$ cat src/rtl/frm_pkg.sv
package frm_pkg;
  typedef enum logic [1:0] {
    MODE_LOWLAT = 2'b00,
    MODE_PAIR   = 2'b01,
    MODE_QUAD   = 2'b10,
    MODE_ALT    = 2'b11
  } frm_mode_e;
endpackage

$ cat src/rtl/frm_scan.sv
module frm_scan #(
  parameter int CHAR_W = 10,
  parameter int COMMA_W = 7,
  parameter logic [COMMA_W-1:0] COMMA_PAT = 7'b0011111,
  parameter logic [CHAR_W-1:0]  CHAR_PAT  = 10'b0011111010
) (
  input  logic [2*CHAR_W-1:0] window_i,
  output logic [CHAR_W-1:0]   comma_hit_o,
  output logic [CHAR_W-1:0]   full_hit_o
);
  for (genvar k = 0; k < CHAR_W; k++) begin : g_off
    logic [COMMA_W-1:0] seg_c;
    logic [CHAR_W-1:0]  seg_f;
    assign seg_c = window_i[2*CHAR_W-1-k -: COMMA_W];
    assign seg_f = window_i[2*CHAR_W-1-k -: CHAR_W];
    assign comma_hit_o[k] = (seg_c == COMMA_PAT) || (seg_c == ~COMMA_PAT);
    assign full_hit_o[k]  = (seg_f == CHAR_PAT) || (seg_f == ~CHAR_PAT);
  end
endmodule

$ cat src/rtl/frm_prio.sv
module frm_prio #(
  parameter int N = 10,
  parameter int IDX_W = 4
) (
  input  logic [N-1:0]     req_i,
  output logic             any_o,
  output logic [IDX_W-1:0] idx_o
);
  // lowest index wins
  always_comb begin
    any_o = |req_i;
    idx_o = '0;
    for (int k = N - 1; k >= 0; k--) begin
      if (req_i[k]) idx_o = IDX_W'(k);
    end
  end
endmodule

$ cat src/rtl/frm_accept.sv
module frm_accept
  import frm_pkg::*;
#(
  parameter int PAIR_SPAN = 5,
  parameter int QUAD_RUN = 4,
  parameter int OFF_W = 4,
  localparam int AGE_W = $clog2(PAIR_SPAN + 1),
  localparam int CNT_W = $clog2(QUAD_RUN + 1)
) (
  input  logic             clk_i,
  input  logic             rst_ni,
  input  frm_mode_e        mode_i,
  input  logic             step_i,
  input  logic             comma_any_i,
  input  logic [OFF_W-1:0] comma_idx_i,
  input  logic             full_any_i,
  input  logic [OFF_W-1:0] full_idx_i,
  input  logic [OFF_W-1:0] cur_off_i,
  output logic             take_o,
  output logic [OFF_W-1:0] take_off_o
);
  logic             cand_vld_q, cand_vld_d;
  logic [OFF_W-1:0] cand_off_q, cand_off_d;
  logic [AGE_W-1:0] age_q, age_d;
  logic [OFF_W-1:0] run_off_q, run_off_d;
  logic [CNT_W-1:0] run_cnt_q, run_cnt_d, cnt_n;

  always_comb begin
    take_o     = 1'b0;
    take_off_o = comma_idx_i;
    cand_vld_d = cand_vld_q;
    cand_off_d = cand_off_q;
    age_d      = age_q;
    run_off_d  = run_off_q;
    run_cnt_d  = run_cnt_q;
    cnt_n      = '0;
    if (step_i) begin
      case (mode_i)
        MODE_PAIR: begin
          run_cnt_d = '0;
          if (comma_any_i) begin
            if (comma_idx_i == cur_off_i) begin
              cand_vld_d = 1'b0;
            end else if (cand_vld_q && cand_off_q == comma_idx_i) begin
              take_o     = 1'b1;
              cand_vld_d = 1'b0;
            end else begin
              cand_vld_d = 1'b1;
              cand_off_d = comma_idx_i;
              age_d      = '0;
            end
          end else if (cand_vld_q) begin
            // span used up: next hit would be too far
            if (age_q == AGE_W'(PAIR_SPAN - 1)) cand_vld_d = 1'b0;
            else age_d = age_q + 1'b1;
          end
        end
        MODE_QUAD: begin
          cand_vld_d = 1'b0;
          take_off_o = full_idx_i;
          if (full_any_i) begin
            if (run_cnt_q != '0 && run_off_q == full_idx_i) cnt_n = run_cnt_q + 1'b1;
            else cnt_n = CNT_W'(1);
            run_off_d = full_idx_i;
            if (cnt_n == CNT_W'(QUAD_RUN)) begin
              take_o    = 1'b1;
              run_cnt_d = '0;
            end else begin
              run_cnt_d = cnt_n;
            end
          end else begin
            run_cnt_d = '0;
          end
        end
        default: begin
          cand_vld_d = 1'b0;
          run_cnt_d  = '0;
          take_o     = comma_any_i;
        end
      endcase
    end
  end

  always_ff @(posedge clk_i or negedge rst_ni) begin
    if (!rst_ni) begin
      cand_vld_q <= 1'b0;
      cand_off_q <= '0;
      age_q      <= '0;
      run_off_q  <= '0;
      run_cnt_q  <= '0;
    end else begin
      cand_vld_q <= cand_vld_d;
      cand_off_q <= cand_off_d;
      age_q      <= age_d;
      run_off_q  <= run_off_d;
      run_cnt_q  <= run_cnt_d;
    end
  end

  assert_cand_age_R6: assert property (@(posedge clk_i) disable iff (!rst_ni)
    cand_vld_q |-> (age_q < AGE_W'(PAIR_SPAN)));

  assert_run_bound_R7: assert property (@(posedge clk_i) disable iff (!rst_ni)
    run_cnt_q < CNT_W'(QUAD_RUN));

  assert_quad_needs_char_R7: assert property (@(posedge clk_i) disable iff (!rst_ni)
    (take_o && mode_i == MODE_QUAD) |-> (full_any_i && run_cnt_q == CNT_W'(QUAD_RUN - 1)));

  assert_take_needs_step_R9: assert property (@(posedge clk_i) disable iff (!rst_ni)
    take_o |-> step_i);
endmodule

$ cat src/rtl/char_boundary_framer.sv
module char_boundary_framer
  import frm_pkg::*;
#(
  parameter int CHAR_W = 10,
  parameter int COMMA_W = 7,
  parameter int PAIR_SPAN = 5,
  parameter int QUAD_RUN = 4,
  parameter logic [COMMA_W-1:0] COMMA_PAT = 7'b0011111,
  parameter logic [CHAR_W-1:0]  CHAR_PAT  = 10'b0011111010,
  localparam int OFF_W = $clog2(CHAR_W)
) (
  input  logic              clk_i,
  input  logic              rst_ni,
  input  logic [1:0]        mode_i,
  input  logic              raw_valid_i,
  input  logic [CHAR_W-1:0] raw_i,
  output logic [CHAR_W-1:0] char_o,
  output logic              char_valid_o,
  output logic [OFF_W-1:0]  offset_o,
  output logic              realign_o
);
  logic [CHAR_W-1:0]   prev_q, char_q;
  logic                have_prev_q, char_valid_q, realign_q;
  logic [OFF_W-1:0]    offset_q, sel;
  logic [2*CHAR_W-1:0] window;
  logic [CHAR_W-1:0]   comma_hit, full_hit;
  logic                comma_any, full_any, take, step;
  logic [OFF_W-1:0]    comma_idx, full_idx, take_off;
  logic [CHAR_W-1:0]   slice [CHAR_W];
  frm_mode_e           mode;

  assign mode   = frm_mode_e'(mode_i);
  assign window = {prev_q, raw_i};
  assign step   = raw_valid_i && have_prev_q;

  for (genvar k = 0; k < CHAR_W; k++) begin : g_slice
    assign slice[k] = window[2*CHAR_W-1-k -: CHAR_W];
  end

  frm_scan #(
    .CHAR_W(CHAR_W), .COMMA_W(COMMA_W), .COMMA_PAT(COMMA_PAT), .CHAR_PAT(CHAR_PAT)
  ) u_scan (
    .window_i(window), .comma_hit_o(comma_hit), .full_hit_o(full_hit)
  );

  frm_prio #(.N(CHAR_W), .IDX_W(OFF_W)) u_comma_prio (
    .req_i(comma_hit), .any_o(comma_any), .idx_o(comma_idx)
  );

  frm_prio #(.N(CHAR_W), .IDX_W(OFF_W)) u_full_prio (
    .req_i(full_hit), .any_o(full_any), .idx_o(full_idx)
  );

  frm_accept #(.PAIR_SPAN(PAIR_SPAN), .QUAD_RUN(QUAD_RUN), .OFF_W(OFF_W)) u_acc (
    .clk_i, .rst_ni, .mode_i(mode), .step_i(step),
    .comma_any_i(comma_any), .comma_idx_i(comma_idx),
    .full_any_i(full_any), .full_idx_i(full_idx),
    .cur_off_i(offset_q), .take_o(take), .take_off_o(take_off)
  );

  assign sel = take ? take_off : offset_q;

  always_ff @(posedge clk_i or negedge rst_ni) begin
    if (!rst_ni) begin
      prev_q       <= '0;
      have_prev_q  <= 1'b0;
      char_q       <= '0;
      char_valid_q <= 1'b0;
      realign_q    <= 1'b0;
      offset_q     <= '0;
    end else begin
      if (raw_valid_i) begin
        prev_q      <= raw_i;
        have_prev_q <= 1'b1;
      end
      char_valid_q <= step;
      realign_q    <= step && (sel != offset_q);
      if (step) begin
        offset_q <= sel;
        char_q   <= slice[sel];
      end
    end
  end

  assign char_o       = char_q;
  assign char_valid_o = char_valid_q;
  assign offset_o     = offset_q;
  assign realign_o    = realign_q;

  assert_realign_change_R8: assert property (@(posedge clk_i) disable iff (!rst_ni)
    realign_q |-> (offset_q != $past(offset_q)));

  assert_offset_move_R8: assert property (@(posedge clk_i) disable iff (!rst_ni)
    (offset_q != $past(offset_q)) |-> realign_q);

  assert_offset_range_R3: assert property (@(posedge clk_i) disable iff (!rst_ni)
    offset_q < OFF_W'(CHAR_W));

  assert_hold_when_idle_R9: assert property (@(posedge clk_i) disable iff (!rst_ni)
    !raw_valid_i |=> ($stable(offset_q) && !char_valid_q));

  assert_valid_source_R2: assert property (@(posedge clk_i) disable iff (!rst_ni)
    char_valid_q |-> $past(raw_valid_i));
endmodule

$ cat config.mk
export PLATFORM = sky130hd
export DESIGN_NAME = char_boundary_framer
export DESIGN_NICKNAME = d
export VERILOG_FILES = /design/src/rtl/frm_pkg.sv /design/src/rtl/frm_scan.sv /design/src/rtl/frm_prio.sv /design/src/rtl/frm_accept.sv /design/src/rtl/char_boundary_framer.sv
export SDC_FILE = /design/constraint.sdc
export NUM_CORES = 1
export LEC_CHECK = 0
export BUFFER_PORTS_ARGS = -buffer_cell sky130_fd_sc_hd__buf_2
export CAP_MARGIN = 20
export CELL_PAD_IN_SITES_DETAIL_PLACEMENT = 1
export CELL_PAD_IN_SITES_GLOBAL_PLACEMENT = 1
export CORE_MARGIN = 10
export CORE_UTILIZATION = 38
export CTS_BUF_LIST = sky130_fd_sc_hd__clkbuf_8
export CTS_CLUSTER_DIAMETER = 200
export DETAILED_ROUTE_END_ITERATION = 8
export PLACE_DENSITY_LB_ADDON = 0.05
export REMOVE_ABC_BUFFERS = 1
export SLEW_MARGIN = 0
export SYNTH_ARGS = -nofsm -noshare
export SYNTH_HDL_FRONTEND = slang
export SYNTH_SLANG_ARGS = --single-unit
$ cat constraint.sdc
create_clock -name clk_i -period 4.1 [get_ports clk_i]
set_input_delay 0.615 -clock clk_i [delete_from_list [all_inputs] [get_ports clk_i]]
set_output_delay 0.615 -clock clk_i [all_outputs]
set_load 0.005 [all_outputs]
==> results.md, run 1 <==
- Max IR drop VDD: between 150 and 200 uV
- RSZ-0062 raised after global routing: true
- Async SR Flop Fraction: 1.000
- Total track usage: 0.1836
- Lkg Pwr: between 0.002 and 0.0025 uW
- Fmax: around 0.25 GHz
- Top-count cell post-synth: nand2_1
- Critical Path RT: about 4300 ps
- Die H: around 120 um
- Internal power: about 900 uW
- Synth top cells by count: 44 x nand2_1, 42 x dfrtp_1, 20 x mux2_2, 19 x mux2i_1, 18 x nor2_1
- Max Cap Viol: 0
- Global-route wire length before repair: 20960 um
- CTS buffer count: 5
- Post-route minimum period: 4040 ps
- Final Cycle Share: 0.9852
- Worst Path Class, Setup: register to register
- Placer Congestion: a little under 0.9
- Final setup fails: 0
- Final #Nets: 535
- Sequential share of the synthesized area: 0.2892
- Drt total wl: around 13000 um
- Post-synth top area cell: dfrtp_1
- CTS sink count: between 40 and 50
- Synthesized area per cell: roughly 9.0 sq um
- Cts hold-fix bufs: 0
- CP endpoint kind: register
- FP Rows: 35
- Root buf cell: clkbuf_8
- DRC Markers: 0
- Starting density of the core: 0.3915
- Die X-Extent: around 120 um
- Avg Vias per Cell: between 5 and 6
- Post-synth EDFFs: 0
- Vias: 3705
- Sw Pwr: around 520 uW
- Clk pwr share: 0.209
- Synth cell types: 76
- Outcome: completed
- Clock H-tree levels: 2
- Antenna cells: 0
- Vias in the first global route: 3895
- Routed len/inst: around 20 um
- Fraction of layout cells with a size suffix above 1: 0.3942
- Pwr/cell area: ~300 mW/mm^2
- Port Buffers: 30
- Antenna violations before repair: 0
- Final hold vios: 0
- Top post-synthesis cells by area: dfrtp_1 29%, mux2_2 6.2%, mux2i_1 5.2%
- Most common flop cell mapped by yosys: dfrtp_1
- Maximum fanout along the worst path: 8
- Area grow syn2layout: 31.08%
- Setup Skew: roughly 11 ps
- Comb pwr share: 0.414
- Sw Ratio: 0.3671
- Mapped Cells: roughly 400
- FILL cells: 1088
- CTS tree: built
- Post-synth top area share: 0.2892
- Total die area: around 0.014 sq mm
- Slew of the pin with the lowest slew margin: ~500 ps
- Core area: roughly 0.0093 sq mm
- Reg clk slew, reported paths: 90 ps
- Crit path DAT: approximately 4300 ps
- Seq pwr share: 0.377
- Slew HR: 0.6632
- Number of synthesized register bits: between 40 and 50
- IO Count: 31
- Setup_tns: 0 ps
- Final HPWL DP: around 10000 um
- Class of the worst hold path: input port to async pin
- Largest net degree at the start of global routing: 43
- Startpoint Class: register
- Drt first-iter violations: roughly 330
- Worst-Skew Late Latency: around 320 ps
- Synth warn: 0
- DRT Pass-1 Iters: 4
- Mapped Area: ~0.0036 sq mm
- Final ANT Viol Nets: 0
- Pins Over Slew Limit: 0
- Total gr overflow: 0
- Worst-case clock buffer depth: 2
- Total power: around 1400 uW
==> path summary, 6_finish.rpt <==
check                      slack, ps                from  cells past startpoint                  to
max in group asynchronous       3510              rst_ni                      2           prev_q[0]
max reg2reg                       60           prev_q[2]                     16           char_o[3]
max                               60           prev_q[2]                     16           char_o[3]
min in group clk_i               500  u_acc.run_off_q[2]                      1  u_acc.run_off_q[2]
min reg2reg                      500  u_acc.run_off_q[2]                      1  u_acc.run_off_q[2]
min                              130              rst_ni                      1      u_acc.age_q[1]
==> per-stage QoR <==
step                hold WS (ps)  std cells    util  cell area [sq um]  setup slack (ps)
finish                     128.2        644  0.5132               4765             60.48
global route               135.0        644  0.5132               4765            -157.5
CTS                        506.5        639  0.5012               4653             12.01
detailed placement         487.6        623  0.4814               4469            -287.6
global placement           472.7        623  0.4814               4469            -298.5
floorplan                  319.4        373       -               3471             -1015
==> worst max-delay path: stages (launching register included) <==
cell and delay (ps):
dfrtp_2 460, buf_4 160, nor3b_1 380, nand2_1 130
o32ai_1 290, buf_4 170, nor4_2 50, buf_4 160
xnor2_1 120, nor3_2 230, nand4_1 190, o211ai_4 170
mux2i_2 270, buf_6 170, mux2_2 360, mux2_2 290
a221o_1 340
==> kinds of logic (layout without fill, tap and decap cells) <==
| family | after synthesis | after routing | share of synthesized area |
|---|---|---|---|
| buffers and inverters | 51 | 161 | 0.06540 |
| AO/OA/AOI/OAI | 77 | 77 | 0.1763 |
| XOR/XNOR | 16 | 16 | 0.03856 |
| AND/OR/NAND/NOR | 168 | 168 | 0.2616 |
| adder cells (fa/ha/maj) | 6 | 6 | 0.02065 |
| flip-flops | 42 | 42 | 0.2892 |
| multiplexers | 45 | 45 | 0.1484 |
==> cell type report <==
type | count | area [sq um] | area share
timing repair buffer | 134 | 950.9 | 0.1996
inverter | 19 | 73.82 | 0.01549
multi-input combinational | 312 | 2430 | 0.5100
sequential | 42 | 1057 | 0.2219
clock inverter | 2 | 8.758 | 0.001838
tap | 129 | 161.4 | 0.03388
clock buffer | 6 | 82.58 | 0.01733
==> registers in the layout, indices dropped and copies added, names as in the netlist <==
| signal | flops |
|---|---|
| offset_o | 4 |
| prev_q | 10 |
| u_acc.run_cnt_q | 3 |
| char_valid_o | 1 |
| u_acc.run_off_q | 4 |
| u_acc.cand_vld_q | 1 |
| realign_o | 1 |
| u_acc.cand_off_q | 4 |
| char_o | 10 |
| have_prev_q | 1 |
| u_acc.age_q | 3 |
==> metal layers <==
metal / global-route usage / share of wire / vias up / wire, um
met3: 0.02782 / 0.040 / 12 / 517
met5: 0 / 0 / - / 0
met1: 0.2420 / 0.45 / 1882 / 5864
met2: 0.3028 / 0.50 / 82 / 6493
met4: 0.05100 / 0.013 / 0 / 163
li1: - / - / 1729 / -
==> power by group through the flow <==
stage	clock [uW]	combinational, uW	sequential [uW]
floorplan	0	282	543
global placement	0	545	545
detailed placement	0	554	548
CTS	308	574	538
global route	323	644	549
finish	299	591	538
==> what timing repair did <==
item / in CTS / in global routing
pin swaps: 3 / 10
gates resized for setup: 9 / 14
endpoints found under the setup margin: 10 / 10
setup buffers: 8 / 4
==> layout by cell type (no fill, tap or decap), drive strengths merged, types with 10 or more instances in the layout <==
cell type    n
buf        134
nand2       44
dfrtp       42
mux2        21
mux2i       20
inv         19
o21ai       19
nor2        18
nand3       17
nand4       14
nor3        13
and3        10
Note: power is estimated with default switching activity, not from simulation.
==> run 2: changes to the inputs <==
--- a/config.mk
+++ b/config.mk
@@ -5,6 +5,7 @@
 export SDC_FILE = /design/constraint.sdc
 export NUM_CORES = 1
 export LEC_CHECK = 0
+export ABC_AREA = 1
 export BUFFER_PORTS_ARGS = -buffer_cell sky130_fd_sc_hd__buf_2
 export CAP_MARGIN = 20
 export CELL_PAD_IN_SITES_DETAIL_PLACEMENT = 1
==> results.md, run 2 <==
- Synth cell types: 32
- Total die area: between 0.015 and 0.02 sq mm
- Final #Nets: 721
- Sequential share of the synthesized area: 0.2606
- Cts hold-fix bufs: 0
- Setup bufs post-CTS: 0
- Post-synth top area share: 0.2606
- Final Cycle Share: 0.9011
- Critical Path RT: between 4000 and 5000 ps
- Synth warn: 0
- Final hold vios: 0
- Crit Reg-Reg Endpoint: char_o[4]
- Pwr/cell area: 347.1 mW/mm^2
- Post-route minimum period: 3694 ps
- Outcome: completed
- R2R cell count: 22
- Routed len/inst: 17.90 um
- Clk pwr share: 0.202
- RR Startpoint: prev_q[2]
- Total track usage: 0.2018
- Slew HR: 0.5660
- RSZ-0062 raised after global routing: false
- Mapped Area: ~0.0040 sq mm
- Maximum fanout along the worst path: 14
- Post-synth top area cell: dfrtp_1
- Setup_tns: 0 ps
- Vias in the first global route: ~4600
- CTS sink count: 42
- Root buf cell: clkbuf_8
- Avg Vias per Cell: ~5.4
- Most common flop cell mapped by yosys: dfrtp_1
- Placer Congestion: between 0.9 and 1
- Pins Over Slew Limit: 0
- Min Hold Slack: approximately 170 ps
- Mapped Cells: between 600 and 700
- CTS buffer count: 5
- CTS tree: built
- Global-route wire length before repair: about 24000 um
- Area grow syn2layout: 8.005%
- Die H: 123.0 um
- Max IR drop VDD: about 150 uV
- CTS-repair resized insts: 0
- Sw Ratio: 0.4532
- FP Rows: 37
- Total gr overflow: 0
- Core area: slightly above 0.01 sq mm
- Sw Pwr: just under 700 uW
- Class of the worst hold path: input port to async pin
- Starting density of the core: 0.3906
- Synth top cells by count: 193 x nand2_1, 113 x nand3_1, 106 x nor2_1, 78 x inv_1, 42 x dfrtp_1
- Final core utilization: 0.4219
- DRT Pass-1 Iters: 5
- Antenna cells: 0
- Drt total wl: about 15000 um
- Startpoint Class: register
- Top post-synthesis cells by area: dfrtp_1 26%, nand2_1 18%, nand3_1 14%
- Crit path DAT: between 3000 and 4000 ps
- Fmax: around 0.27 GHz
- Slew of the pin with the lowest slew margin: around 650 ps
- Worst Path Class, Setup: register to register
- Async SR Flop Fraction: 1.000
- Fraction of layout cells with a size suffix above 1: 0.1198
- Largest net degree at the start of global routing: 43
- Number of synthesized register bits: 42
- Final ANT Viol Nets: 0
- Synthesized area per cell: 5.930 sq um
- Comb pwr share: 0.418
- Lkg Pwr: between 0.002 and 0.0025 uW
- Max Cap Viol: 0
- Post-synth EDFFs: 0
- CP endpoint kind: register
- IO Count: 31
- Final setup fails: 0
- Top-count cell post-synth: nand2_1
- Internal power: between 800 and 900 uW
- Worst-Skew Late Latency: between 300 and 400 ps
- Port Buffers: 30
- Die X-Extent: 123.0 um
- Drt first-iter violations: 298
- DRC Markers: 0
- Reg clk slew, reported paths: 100 ps
- Antenna violations before repair: 0
- Final HPWL DP: around 12000 um
- Vias: between 4000 and 5000
- Commonest non-fill, non-tap cell in the layout: nand2_1
- Worst R2R Setup Slack: just over 400 ps
- Most frequent cells in the layout: 193 x nand2_1, 113 x nand3_1, 106 x nor2_1
- Seq pwr share: 0.380
- Setup Skew: about 10 ps
- Clock H-tree levels: 2
- Worst-case clock buffer depth: 2
run 2: worst max-delay path, stage by stage, from the launching register on:
cell and delay (ps):
dfrtp_1 770, inv_2 130, nand3_1 140, inv_1 50, nand2_1 50, nand2_1 50
nor2_1 270, nand2_1 210, nand2_1 170, nand2_1 70, nand2_1 60, nand3_1 70
nor2_1 80, nand2_1 80, nand3_2 100, nand3_4 140, nand2_8 140, inv_2 70
o21ai_4 340, nand2_1 150, nor2_4 220, a21oi_1 100, a21oi_1 160
run 2: area by class of cell:
| cell class | count | area, sq um |
|---|---|---|
| Inverter | 89 | 334.1 |
| Fill cell | 1445 | 5968 |
| Clock inverter | 3 | 23.77 |
| Clock buffer | 5 | 68.82 |
| Sequential cell | 42 | 1051 |
| Tap cell | 136 | 170.2 |
| Timing Repair Buffer | 34 | 192.7 |
| Multi-Input combinational cell | 528 | 2515 |
run 2: kinds of logic (layout without fill, tap and decap cells):
| kind of cell | Yosys count | count (layout) | synth area share |
|---|---|---|---|
| XOR/XNOR | 5 | 5 | 0.01086 |
| adder cells (fa/ha/maj) | 6 | 6 | 0.01862 |
| flip-flops | 42 | 42 | 0.2606 |
| AO/OA/AOI/OAI | 60 | 60 | 0.08223 |
| AND/OR/NAND/NOR | 457 | 457 | 0.5101 |
| buffers and inverters | 110 | 131 | 0.1176 |
run 2: how the worst max path moves through the flow:
stage               startpoint         to  slack, ps  cells after the start
finish               prev_q[2]  char_o[4]        410                     22
global route         prev_q[2]  char_o[4]         50                     21
CTS                  prev_q[2]  char_o[4]        240                     22
detailed placement    raw_i[7]  char_o[4]        190                     23
global placement      raw_i[6]  char_o[3]        300                     21
floorplan             raw_i[6]  char_o[0]       1180                     21
run 2: per-stage QoR:
stage / cells / power [uW] / cell area [sq um] / worst slack (ps)
6_report: 837 / 1512 / 4355 / 405.6
5_1_grt: 837 / 1643 / 4355 / 48.54
4_1_cts: 836 / 1522 / 4328 / 237.4
3_5_place_dp: 828 / 1212 / 4235 / 185.3
3_3_place_gp: 828 / 1195 / 4235 / 296.1
2_1_floorplan: 659 / 971.1 / 3892 / 1181
run 2: power by group through the flow:
stage               combinational, uW  clock (uW)  sequential (uW)
detailed placement                630           0              581
global route                      722         335              586
CTS                               633         316              573
floorplan                         407           0              564
finish                            632         306              574
global placement                  619           0              576
run 2: metal layers:
metal | track usage | up-vias | part of all wire
met5 | 0 | - | 0
met4 | 0.04367 | 0 | 0.015
met3 | 0.02963 | 15 | 0.048
met2 | 0.3410 | 113 | 0.48
met1 | 0.2670 | 2170 | 0.46
li1 | - | 2203 | -
